<file path="config.mk">
export PLATFORM = sky130hd
export DESIGN_NAME = ipd_resolver
export DESIGN_NICKNAME = d
export VERILOG_FILES = /design/src/rtl/ipd_pkg.sv /design/src/rtl/ipd_cmd_regs.sv /design/src/rtl/ipd_dest_match.sv /design/src/rtl/ipd_action.sv /design/src/rtl/ipd_resolver.sv
export SDC_FILE = /design/constraint.sdc
export NUM_CORES = 1
export LEC_CHECK = 0
export CORE_ASPECT_RATIO = 1.25
export CORE_MARGIN = 1.5
export CORE_UTILIZATION = 42
export CTS_CLUSTER_SIZE = 20
export DETAILED_ROUTE_END_ITERATION = 10
export GPL_TIMING_DRIVEN = 0
export PLACE_DENSITY = 0.83
export SYNTH_ARGS = -nofsm -noshare
export SYNTH_HDL_FRONTEND = slang
export SYNTH_HIERARCHICAL = 1
export SYNTH_SLANG_ARGS = --single-unit
</file>
<file path="constraint.sdc">
create_clock -name clk -period 2.8 [get_ports clk]
set_clock_uncertainty 0.15 [all_clocks]
set_input_delay 0.42 -clock clk [delete_from_list [all_inputs] [get_ports clk]]
set_output_delay 0.42 -clock clk [all_outputs]
set_load 0.005 [all_outputs]
</file>
<file path="src/rtl/ipd_pkg.sv">
package ipd_pkg;

    localparam logic [2:0] DM_FIXED   = 3'd0;
    localparam logic [2:0] DM_LOWPRI  = 3'd1;
    localparam logic [2:0] DM_SMI     = 3'd2;
    localparam logic [2:0] DM_NMI     = 3'd4;
    localparam logic [2:0] DM_INIT    = 3'd5;
    localparam logic [2:0] DM_STARTUP = 3'd6;

    localparam logic [1:0] SH_NONE      = 2'd0;
    localparam logic [1:0] SH_SELF      = 2'd1;
    localparam logic [1:0] SH_ALL       = 2'd2;
    localparam logic [1:0] SH_ALL_OTHER = 2'd3;

    localparam logic [7:0] PHYS_BCAST = 8'hFF;
    localparam logic [3:0] MODEL_FLAT = 4'hF;
    localparam logic [3:0] MODEL_CLUS = 4'h0;

    typedef enum logic [2:0] {
        ACT_NONE     = 3'd0,
        ACT_FIXED    = 3'd1,
        ACT_LOWPRI   = 3'd2,
        ACT_SMI      = 3'd3,
        ACT_NMI      = 3'd4,
        ACT_INIT     = 3'd5,
        ACT_INIT_DEA = 3'd6,
        ACT_STARTUP  = 3'd7
    } act_e;

    typedef struct packed {
        logic [7:0] vector;
        logic [2:0] dmode;
        logic       logical;
        logic       level;
        logic       trig;
        logic [1:0] shorthand;
        logic [7:0] dest;
    } cmd_t;

    function automatic cmd_t unpack_cmd(input logic [31:0] lo, input logic [31:0] hi);
        cmd_t c;
        c.vector    = lo[7:0];
        c.dmode     = lo[10:8];
        c.logical   = lo[11];
        c.level     = lo[14];
        c.trig      = lo[15];
        c.shorthand = lo[19:18];
        c.dest      = hi[31:24];
        return c;
    endfunction

    function automatic logic logical_hit(input logic [7:0] dest,
                                         input logic [7:0] ldest,
                                         input logic [3:0] model);
        if (model == MODEL_FLAT)
            return |(dest & ldest);
        else if (model == MODEL_CLUS)
            return (dest[7:4] == ldest[7:4]) && |(dest[3:0] & ldest[3:0]);
        else
            return 1'b0;
    endfunction

endpackage

</file>
<file path="src/rtl/ipd_cmd_regs.sv">
module ipd_cmd_regs (
    input  logic        clk,
    input  logic        rst,
    input  logic        wr_en,
    input  logic        wr_hi,
    input  logic [31:0] wr_data,
    output logic [31:0] hi_word,
    output logic [31:0] lo_word,
    output logic        launch
);
    always_ff @(posedge clk) begin
        if (rst)
            hi_word <= '0;
        else if (wr_en && wr_hi)
            hi_word <= wr_data;
    end

    assign launch  = wr_en && !wr_hi;
    assign lo_word = wr_data;
endmodule

</file>
<file path="src/rtl/ipd_dest_match.sv">
module ipd_dest_match
    import ipd_pkg::*;
#(
    parameter int N_AGENTS = 8,
    localparam int IDXW = (N_AGENTS > 1) ? $clog2(N_AGENTS) : 1
) (
    input  cmd_t                    cmd,
    input  logic [IDXW-1:0]         sender_idx,
    input  logic [N_AGENTS-1:0]     present,
    input  logic [8*N_AGENTS-1:0]   phys_id,
    input  logic [8*N_AGENTS-1:0]   log_dest,
    input  logic [4*N_AGENTS-1:0]   model,
    output logic [N_AGENTS-1:0]     mask
);
    logic [N_AGENTS-1:0] id_hit;
    logic [N_AGENTS-1:0] log_hit;
    logic [N_AGENTS-1:0] is_self;
    logic [N_AGENTS-1:0] uni;

    for (genvar g = 0; g < N_AGENTS; g++) begin : g_agent
        assign id_hit[g]  = (phys_id[8*g +: 8] == cmd.dest);
        assign log_hit[g] = logical_hit(cmd.dest, log_dest[8*g +: 8], model[4*g +: 4]);
        assign is_self[g] = (sender_idx == IDXW'(g));
    end

    assign uni = id_hit & (~id_hit + N_AGENTS'(1));

    logic [N_AGENTS-1:0] raw;
    always_comb begin
        case (cmd.shorthand)
            SH_SELF:      raw = is_self;
            SH_ALL:       raw = '1;
            SH_ALL_OTHER: raw = ~is_self;
            default: begin
                if (cmd.logical)
                    raw = log_hit;
                else if (cmd.dest == PHYS_BCAST)
                    raw = '1;
                else
                    raw = uni;
            end
        endcase
    end

    assign mask = raw & present;
endmodule

</file>
<file path="src/rtl/ipd_action.sv">
module ipd_action
    import ipd_pkg::*;
#(
    parameter int N_AGENTS = 8
) (
    input  cmd_t                cmd,
    input  logic [N_AGENTS-1:0] cand,
    output act_e                act,
    output logic [N_AGENTS-1:0] mask
);
    logic [N_AGENTS-1:0] lowest;
    assign lowest = cand & (~cand + N_AGENTS'(1));

    always_comb begin
        act  = ACT_NONE;
        mask = cand;
        case (cmd.dmode)
            DM_FIXED:   act = ACT_FIXED;
            DM_LOWPRI: begin
                act  = ACT_LOWPRI;
                mask = lowest;
            end
            DM_SMI:     act = ACT_SMI;
            DM_NMI:     act = ACT_NMI;
            DM_INIT:    act = (!cmd.level && cmd.trig) ? ACT_INIT_DEA : ACT_INIT;
            DM_STARTUP: act = ACT_STARTUP;
            default: begin
                act  = ACT_NONE;
                mask = '0;
            end
        endcase
    end
endmodule

</file>
<file path="src/rtl/ipd_resolver.sv">
module ipd_resolver
    import ipd_pkg::*;
#(
    parameter int N_AGENTS = 8,
    localparam int IDXW = (N_AGENTS > 1) ? $clog2(N_AGENTS) : 1
) (
    input  logic                  clk,
    input  logic                  rst,
    input  logic                  wr_en,
    input  logic                  wr_hi,
    input  logic [31:0]           wr_data,
    input  logic [IDXW-1:0]       sender_idx,
    input  logic [N_AGENTS-1:0]   agent_present,
    input  logic [8*N_AGENTS-1:0] agent_phys_id,
    input  logic [8*N_AGENTS-1:0] agent_log_dest,
    input  logic [4*N_AGENTS-1:0] agent_model,
    output logic                  out_valid,
    output logic [2:0]            out_action,
    output logic [N_AGENTS-1:0]   out_mask,
    output logic [7:0]            out_vector,
    output logic                  out_trigger
);
    logic [31:0] hi_word, lo_word;
    logic        launch;
    cmd_t        cmd;
    logic [N_AGENTS-1:0] cand, fin_mask;
    act_e        act;

    ipd_cmd_regs u_regs (
        .clk(clk), .rst(rst), .wr_en(wr_en), .wr_hi(wr_hi), .wr_data(wr_data),
        .hi_word(hi_word), .lo_word(lo_word), .launch(launch)
    );

    assign cmd = unpack_cmd(lo_word, hi_word);

    ipd_dest_match #(.N_AGENTS(N_AGENTS)) u_match (
        .cmd(cmd), .sender_idx(sender_idx), .present(agent_present),
        .phys_id(agent_phys_id), .log_dest(agent_log_dest), .model(agent_model),
        .mask(cand)
    );

    ipd_action #(.N_AGENTS(N_AGENTS)) u_act (
        .cmd(cmd), .cand(cand), .act(act), .mask(fin_mask)
    );

    always_ff @(posedge clk) begin
        if (rst || !launch) begin
            out_valid   <= 1'b0;
            out_action  <= ACT_NONE;
            out_mask    <= '0;
            out_vector  <= '0;
            out_trigger <= 1'b0;
        end else begin
            out_valid   <= 1'b1;
            out_action  <= act;
            out_mask    <= fin_mask;
            out_vector  <= cmd.vector;
            out_trigger <= cmd.trig;
        end
    end
endmodule

</file>
==> results of run 1 <==
==> metrics by stage <==
| step | instances | hold WS, ns |
|---|---|---|
| 5_1_grt | 730 | 0.228 |
| 3_5_place_dp | 701 | 0.435 |
| 3_3_place_gp | 701 | 0.419 |
| 2_1_floorplan | 407 | 0.339 |
| 4_1_cts | 709 | 0.224 |
| 6_report | 730 | 0.229 |
==> where the power goes <==
| group | switching [uW] | total, uW | internal, uW |
|---|---|---|---|
| clock network | 159 | 449 | 290 |
| registers | 11.6 | 435 | 423 |
| logic | 248 | 659 | 411 |
| total | 418 | 1540 | 1120 |
==> cell type report <==
class	count	area [um2]
Inverter	5	18.8
Fill cell	595	1890
Tap cell	95	119
Timing Repair Buffer	223	2170
Clock buffer	7	86.3
Antenna cell	1	2.50
Sequential cell	29	597
Buffer	43	328
Clock inverter	1	30.0
Multi-Input combinational cell	326	2600
==> layout by cell type (no fill, tap or decap), types with 5 or more instances in the layout <==
master           instances
clkdlybuf4s50_1        193
xor2_1                  59
buf_4                   45
nor4_1                  31
ha_1                    28
nand2_1                 25
dfxtp_1                 24
and3b_1                 20
a21oi_1                 19
nor2_1                  12
nand3_1                 11
xnor2_1                 10
o21ai_0                  9
nand4_1                  9
buf_6                    8
buf_2                    8
clkbuf_8                 6
a22oi_1                  6
clkbuf_1                 5
inv_1                    5
a22o_1                   5
==> flip-flops by register name, indices dropped and copies added (netlist names) <==
register and count:
out_action 3, u_regs/hi_word 8, out_vector 8, out_trigger 1, out_valid 1, out_mask 8
==> final timing paths <==
path	from	endpoint	slack [ns]	depth (start not counted)
min reg2reg	u_regs/hi_word[27]$_SDFFE_PP0P_	u_regs/hi_word[27]$_SDFFE_PP0P_	0.45	2
min	wr_data[1]	out_vector[1]$_SDFF_PP0_	0.23	2
max	agent_log_dest[37]	out_mask[6]$_SDFF_PP0_	0.07	11
max reg2reg	u_regs/hi_word[30]$_SDFFE_PP0P_	out_mask[7]$_SDFF_PP0_	0.08	10
==> routing by layer <==
layer | wire length [um] | vias up
met5 | 0 | -
li1 | - | 1953
met2 | 7030 | 175
met4 | 473 | 0
met3 | 659 | 35
met1 | 4930 | 1848
==> worst max-delay path, cell delays in order <==
cell             delay (ns)
clkdlybuf4s50_1        0.41
ha_1                   0.30
nor4_2                 0.30
a21oi_1                0.11
a31o_2                 0.25
o21ai_2                0.14
o211a_1                0.15
o31a_1                 0.19
o311ai_2               0.12
and3_4                 0.20
and3b_1                0.17
==> repair_timing <==
item,CTS,global route
cloned,0,0
gates resized for setup,25,25
setup buffers,3,21
endpoints found under the setup margin,6,5
pin swaps,10,13
==> reports/results.tsv, run 1 <==
metric	value	unit
worstSkewPairLatency	0.28	ns
path_max_fanout	3	
post-route-period-util	97.5	%
die_w	83.7	um
overflow	0	
dp_slack	-0.441	ns
tritoncts	yes	
syn-num-nets	646	
gr-usage-met1	30.8	%
placed_area	0.00553	mm2
yosysWarnings	6	
dieArea	0.00869	mm2
peakVddDrop	0.253	mV
coreArea	0.00784	mm2
drtPass1Iterations	4	
htreeDepth	2	
ant_nets	0	
vias	4011	
rsz0062_at_grt	true	
p_leak	0.00260	uW
drive_gt1_share	17.0	%
fin_ws	0.0705	ns
slew_viol_final	0	
crit_path_start_kind	input pin	
cts_buffers	5	
clockBufferDepth	2	
drc	0	
syn_to_final_growth	74.1	%
cp_data_required_time	2.83	ns
cts.sinks	29	
period_minus_slack	2.73	ns
max_freq	0.366	GHz
hold_viol	0	
drt_iter0_drc	173	
synth_cells	407	
track_usage	28.5	%
dp_hpwl	10500	um
path_class	in -> reg	
clkTransAtPathRegs	0.06	ns
worst_pin_slew	0.495	ns
grt_max_degree	18	
syn_area	0.00342	mm2
power.total	1540	uW
avgSynthCellArea	8.39	um2
gp_congestion	0.852	
utilization	75.9	%
setup_viol	0	
totalWireLength	13100	um
cap_violations	0	
maxSlewHeadroom	66.7	%
finalInstanceArea	0.00595	mm2
cts_hold_buf	0	
die_h	104	um
busiest_layer	met2	
met2_usage	54.6	%
end_kind	register	
routed_via_density	5.49	
finalSetupTns	0	ns
io_pins	228	
portBuffers	199	
root_buffer	clkbuf_8	
cp.arrival	2.76	ns
grt_antenna_before_repair	1	
wire_per_inst	17.9	um
grt_pass1_wl	20000	um
status	finished, final reports clean	
min_path_type	in -> reg	
initial_core_util	43.6	%
powerDensity	259	mW/mm2
grt_pass1_vias	4202	
grtUsageMet3	4.78	%
rows	36	
nets	872	
Note: power is estimated with default switching activity, not from simulation.
==> run 2: changes to the inputs <==
Settings changed: CORE_MARGIN 1.5 to 4.
==> run 2 against run 1 <==
  * The flow now finishes with violations (setup timing)
  * First-iteration DRC count shrank 2.9%
  * Maximum frequency shrank 3.4%
  * Final cell count down 1.2%
  * Setup slack worse by 0.097 ns
  * Sequential power barely moved
  * Largest cell class unchanged
  * Largest power group unchanged
  * Highest routed layer unchanged
==> reports/results.tsv, run 2 (synthesized netlist as in run 1, its figures left out) <==
metric	value	unit	change
wire_per_inst	19.2	um	+6.8%
dp_slack	-0.572	ns	-0.131 ns
clkTransAtPathRegs	0.06	ns	about the same
vias	3927		-2.1%
min_path_type	in -> reg		
ff2ff_path_depth	12		+2
status	complete, but fails checks		
root_buffer	clkbuf_8		
worst_pin_slew	0.469	ns	-0.0263 ns
path_max_fanout	9		+6
initial_core_util	43.3	%	-0.25 points
p_comb_share	42.7	%	about the same
hold_path_depth	2		unchanged
cts_hold_buf	0		unchanged
nFillCells	594		-0.17%
grt_antenna_before_repair	0		-1
max_freq	0.354	GHz	-3.4%
utilization	74.6	%	-1.3 points
crit_path_start_kind	register		
grt_max_degree	18		unchanged
clockBufferDepth	2		unchanged
track_usage	27.8	%	-0.70 points
violations	setup timing		
cts_buffers	5		unchanged
numPlacedInstances	701		unchanged
setup_viol	4		+4
rows	36		unchanged
worstSkewPairLatency	0.28	ns	about the same
rsz0062_at_grt	true		
routed_via_density	5.45		-0.87%
ant_nets	0		unchanged
hp-start	wr_data[1]		
gp_congestion	0.840		-1.3%
placed_area	0.00553	mm2	unchanged
power.total	1530	uW	-0.59%
fin_ws	-0.0261	ns	-0.0966 ns
coreArea	0.00788	mm2	+0.57%
maxSlewHeadroom	68.5	%	+1.8 points
drtPass1Iterations	6		+2
end_kind	register		
post-route-period-util	101	%	+3.4 points
hold_viol	0		unchanged
cp_data_required_time	2.88	ns	+0.05 ns
layout_commonest_cell	clkdlybuf4s50_1		
die_w	88.7	um	+6.0%
overflow	0		unchanged
dp_hpwl	11400	um	+7.8%
portBuffers	199		unchanged
dieArea	0.00965	mm2	+11%
grt_pass1_wl	20300	um	+1.2%
clkPwrFrac	29.0	%	about the same
slew_viol_final	0		unchanged
powerDensity	261	mW/mm2	+0.53%
die_h	109	um	+4.8%
internal_power	1120	uW	-0.26%
reg_top3	out_mask (8), out_vector (8), u_regs/hi_word (8)		
power_frac_seq	28.3	%	about the same
drc	0		unchanged
r2r_end	out_mask[5]$_SDFF_PP0_		
totalWireLength	13800	um	+5.5%
final_cell_mix	clkdlybuf4s50_1, xor2_1, buf_4		
cts.sinks	29		unchanged
multi_input_comb_area	0.00259	mm2	-0.39%
nets	864		-0.92%
grt_pass1_vias	4087		-2.7%
drive_gt1_share	15.8	%	-1.2 points
drt_iter0_drc	168		-2.9%
p_leak	0.00254	uW	-2.5%
p_sw_share	26.9	%	-0.24 points
cap_violations	0		unchanged
peakVddDrop	0.370	mV	+46%
seq_area	596	um2	-0.21%
tritoncts	yes		
syn_to_final_growth	72.2	%	
p_sw	412	uW	-1.5%
finalInstanceArea	0.00588	mm2	-1.1%
period_minus_slack	2.83	ns	+0.0966 ns
cp.arrival	2.90	ns	+0.14 ns
io_pins	228		unchanged
path_class	reg -> reg		
r2r-start	u_regs/hi_word[30]$_SDFFE_PP0P_		
htreeDepth	2		unchanged
holdPathEnd	out_vector[1]$_SDFF_PP0_		
n_antenna_cell	0		-1
final_cells	721		-1.2%
rrSetupSlack	-0.03	ns	-0.11 ns
run 2: cell count changes in the layout (fill, tap and decap cells not counted), moves of 2 or more:
cell / delta
buf_4: -9
buf_6: +2
clkbuf_2: -2
clkdlybuf4s50_1: +2
dfxtp_2: +2
dlymetal6s2s_1: -3
run 2: per-layer routing:
metal	part of all wire (%)	GRT usage (%)	vias up	wire (um)
li1	-	-	1929	-
met1	36	29.1	1811	5040
met2	54	53.1	159	7490
met3	6.7	6.50	28	921
met4	2.7	9.07	0	371
met5	0	0	-	0
run 2: what timing repair did:
item / in CTS / in global routing
pin swaps: 10 / 7
setup endpoints to repair: 6 / 5
gates resized for setup: 36 / 11
setup buffers: 12 / 2
run 2: critical path, cell delays in order, from the launching register on:
cell	delay, ns
dfxtp_4	0.36
buf_4	0.14
buf_2	0.21
xor2_1	0.20
nor4_1	0.28
nand2_1	0.15
nor3b_1	0.19
nor2_1	0.11
nor2_1	0.07
or4_4	0.50
nand3_4	0.09
and3_1	0.17
and3b_1	0.15
run 2: worst max path at each step:
stage	from	to	slack, ns
after detailed placement	agent_log_dest[5]	out_mask[7]$_SDFF_PP0_	-0.57
after floorplan	u_regs/hi_word[29]$_SDFFE_PP0P_	out_mask[7]$_SDFF_PP0_	0.22
after CTS	u_regs/hi_word[30]$_SDFFE_PP0P_	out_mask[7]$_SDFF_PP0_	-0.05
after global routing	u_regs/hi_word[27]$_SDFFE_PP0P_	out_mask[7]$_SDFF_PP0_	-0.10
after global placement	agent_log_dest[5]	out_mask[7]$_SDFF_PP0_	-0.52
final	u_regs/hi_word[30]$_SDFFE_PP0P_	out_mask[5]$_SDFF_PP0_	-0.03
run 2: per-stage QoR:
step | setup TNS [ns] | hold slack [ns]
CTS | -0.189 | 0.222
finish | -0.0849 | 0.227
detailed placement | -2.87 | 0.431
global route | -0.353 | 0.209
global placement | -2.48 | 0.417
floorplan | 0 | 0.339
run 2: power by group through the flow:
| stage | combinational (uW) | sequential (uW) | clock [uW] |
|---|---|---|---|
| finish | 655 | 434 | 444 |
| global route | 703 | 435 | 477 |
| CTS | 639 | 434 | 450 |
| detailed placement | 607 | 447 | 0 |
| global placement | 587 | 447 | 0 |
| floorplan | 261 | 443 | 0 |
run 2: final cells by class:
class | count | area share, %
plain buffers | 45 | 5.91
well taps | 95 | 2.02
multi-input cells | 326 | 44.0
repair buffers | 213 | 35.6
clock inverters | 1 | 0.511
clock buffers | 7 | 1.47
flip-flops and latches | 29 | 10.1
inverters | 5 | 0.319
==> run 3: changes to the inputs <==
Settings changed: CORE_UTILIZATION 42 to 31, PLACE_DENSITY 0.83 to not set.
==> run 3 against run 2 <==
  * The flow still finishes with violations (setup timing)
  * Critical path depth shrank 1
  * Count of clock-buffer cells in the layout is the same
  * Clock power grew 38%
  * Via count shrank 0.89%
  * Largest power group unchanged
==> reports/results.tsv, run 3 (synthesized netlist as in run 1, its figures left out) <==
metric	value	unit	change
status	complete, but fails checks		
violations	setup timing		
post-route-period-util	101	%	-0.37 points
portBuffers	199		unchanged
drt_iter0_drc	91		-46%
ff2ff_path_depth	11		-1
min_path_type	in -> reg		
htreeDepth	2		unchanged
tritoncts	yes		
utilization	56.6	%	-18 points
cp_data_required_time	2.86	ns	-0.02 ns
clkTransAtPathRegs	0.05	ns	about the same
ant_nets	0		unchanged
initial_core_util	32.0	%	-11 points
totalWireLength	14600	um	+5.3%
dp_hpwl	12300	um	+8.0%
reg_top3	out_mask (8), out_vector (8), u_regs/hi_word (8)		
grt_max_degree	18		unchanged
final_cells	757		+5.0%
worst_pin_slew	0.551	ns	+0.0826 ns
holdPathEnd	out_vector[0]$_SDFF_PP0_		
peakVddDrop	0.246	mV	-34%
rrSetupSlack	-0.02	ns	about the same
drive_gt1_share	17.1	%	+1.3 points
gp_congestion	0.814		-3.1%
cts_hold_buf	0		unchanged
cp.arrival	2.87	ns	-0.03 ns
setup_viol	2		-2
grt_pass1_vias	4240		+3.7%
wire_per_inst	19.2	um	+0.32%
io_pins	228		unchanged
hold_path_depth	2		unchanged
vias	3892		-0.89%
numPlacedInstances	738		+5.3%
die_w	102	um	+15%
startpoint	u_regs/hi_word[27]$_SDFFE_PP0P_		
syn_to_final_growth	76.7	%	
power.total	1710	uW	+11%
cts.sinks	29		unchanged
r2r_end	out_mask[4]$_SDFF_PP0_		
clockBufferDepth	2		unchanged
routed_via_density	5.14		-5.6%
period_minus_slack	2.82	ns	-0.0103 ns
grt_antenna_before_repair	1		+1
rsz0062_at_grt	true		
finalInstanceArea	0.00604	mm2	+2.6%
coreArea	0.0107	mm2	+35%
track_usage	22.4	%	-5.4 points
placed_area	0.00557	mm2	+0.84%
hold_viol	0		unchanged
powerDensity	283	mW/mm2	+8.6%
cts_buffers	5		unchanged
dieArea	0.0128	mm2	+32%
nFillCells	1013		+71%
grt_pass1_wl	22100	um	+9.2%
worstSkewPairLatency	0.27	ns	about the same
final_cell_mix	clkdlybuf4s50_1, xor2_1, buf_4		
fin_ws	-0.0158	ns	+0.0103 ns
overflow	0		unchanged
cap_violations	0		unchanged
dp_slack	-0.607	ns	-0.0346 ns
die_h	125	um	+15%
slew_viol_final	0		unchanged
maxSlewHeadroom	63.3	%	-5.2 points
r2r-start	u_regs/hi_word[27]$_SDFFE_PP0P_		
drc	0		unchanged
path_class	reg -> reg		
nets	862		-0.23%
hp-start	wr_data[0]		
layout_commonest_cell	clkdlybuf4s50_1		
root_buffer	clkbuf_16		
max_freq	0.355	GHz	+0.37%
p_leak	0.00256	uW	+0.92%
rows	42		+17%
end_kind	register		
drtPass1Iterations	4		-2
crit_path_start_kind	register		
path_max_fanout	10		+1
run 3: where the power goes:
part / switching, uW / internal (uW) / total, uW / leakage [uW]
Clock: 169 / 442 / 611 / 0.0000841
Sequential: 10.7 / 424 / 435 / 0.000239
Combinational: 253 / 410 / 662 / 0.00224
run 3: cell type report:
type | count | area (um2) | area share, %
tap | 132 | 165 | 2.74
inverter | 5 | 18.8 | 0.311
sequential | 29 | 596 | 9.87
multi-input combinational | 326 | 2650 | 43.9
antenna | 1 | 2.50 | 0.0415
buffer | 45 | 354 | 5.87
timing repair buffer | 211 | 2070 | 34.4
clock buffer | 7 | 143 | 2.36
clock inverter | 1 | 30.0 | 0.498
run 3: how the worst max path moves through the flow:
stage	to	slack [ns]	cells after the start
6_report	out_mask[4]$_SDFF_PP0_	-0.02	11
5_1_grt	out_mask[7]$_SDFF_PP0_	-0.09	10
4_1_cts	out_mask[5]$_SDFF_PP0_	-0.05	10
3_5_place_dp	out_mask[7]$_SDFF_PP0_	-0.61	11
3_3_place_gp	out_mask[7]$_SDFF_PP0_	-0.57	11
2_1_floorplan	out_mask[7]$_SDFF_PP0_	0.22	10
run 3: what timing repair did:
item                                    CTS  global route
gates resized for setup                  38            22
buffers inserted                         12             0
pin swaps                                10             8
endpoints found under the setup margin    7             6
run 3: layer usage:
layer  GRT usage [%]  share of wire, %
met5               0                 0
met4            8.26               4.0
met3            5.35               6.7
met2            41.1                54
met1            24.5                36
run 3: metrics by stage:
step           setup TNS [ns]  hold WS [ns]
3_5_place_dp            -3.16         0.420
2_1_floorplan               0         0.339
3_3_place_gp            -2.93         0.415
5_1_grt                -0.356         0.237
4_1_cts                -0.158         0.235
6_report              -0.0234         0.241
run 3: worst max-delay path, cell delays in order (launching register included):
cell	delay [ns]
dfxtp_1	0.31
buf_6	0.16
buf_8	0.16
a22o_1	0.19
a221oi_1	0.46
a21oi_1	0.11
o21ai_1	0.22
a21oi_2	0.11
or4_4	0.45
nand3_4	0.09
and3_4	0.18
and3b_1	0.16
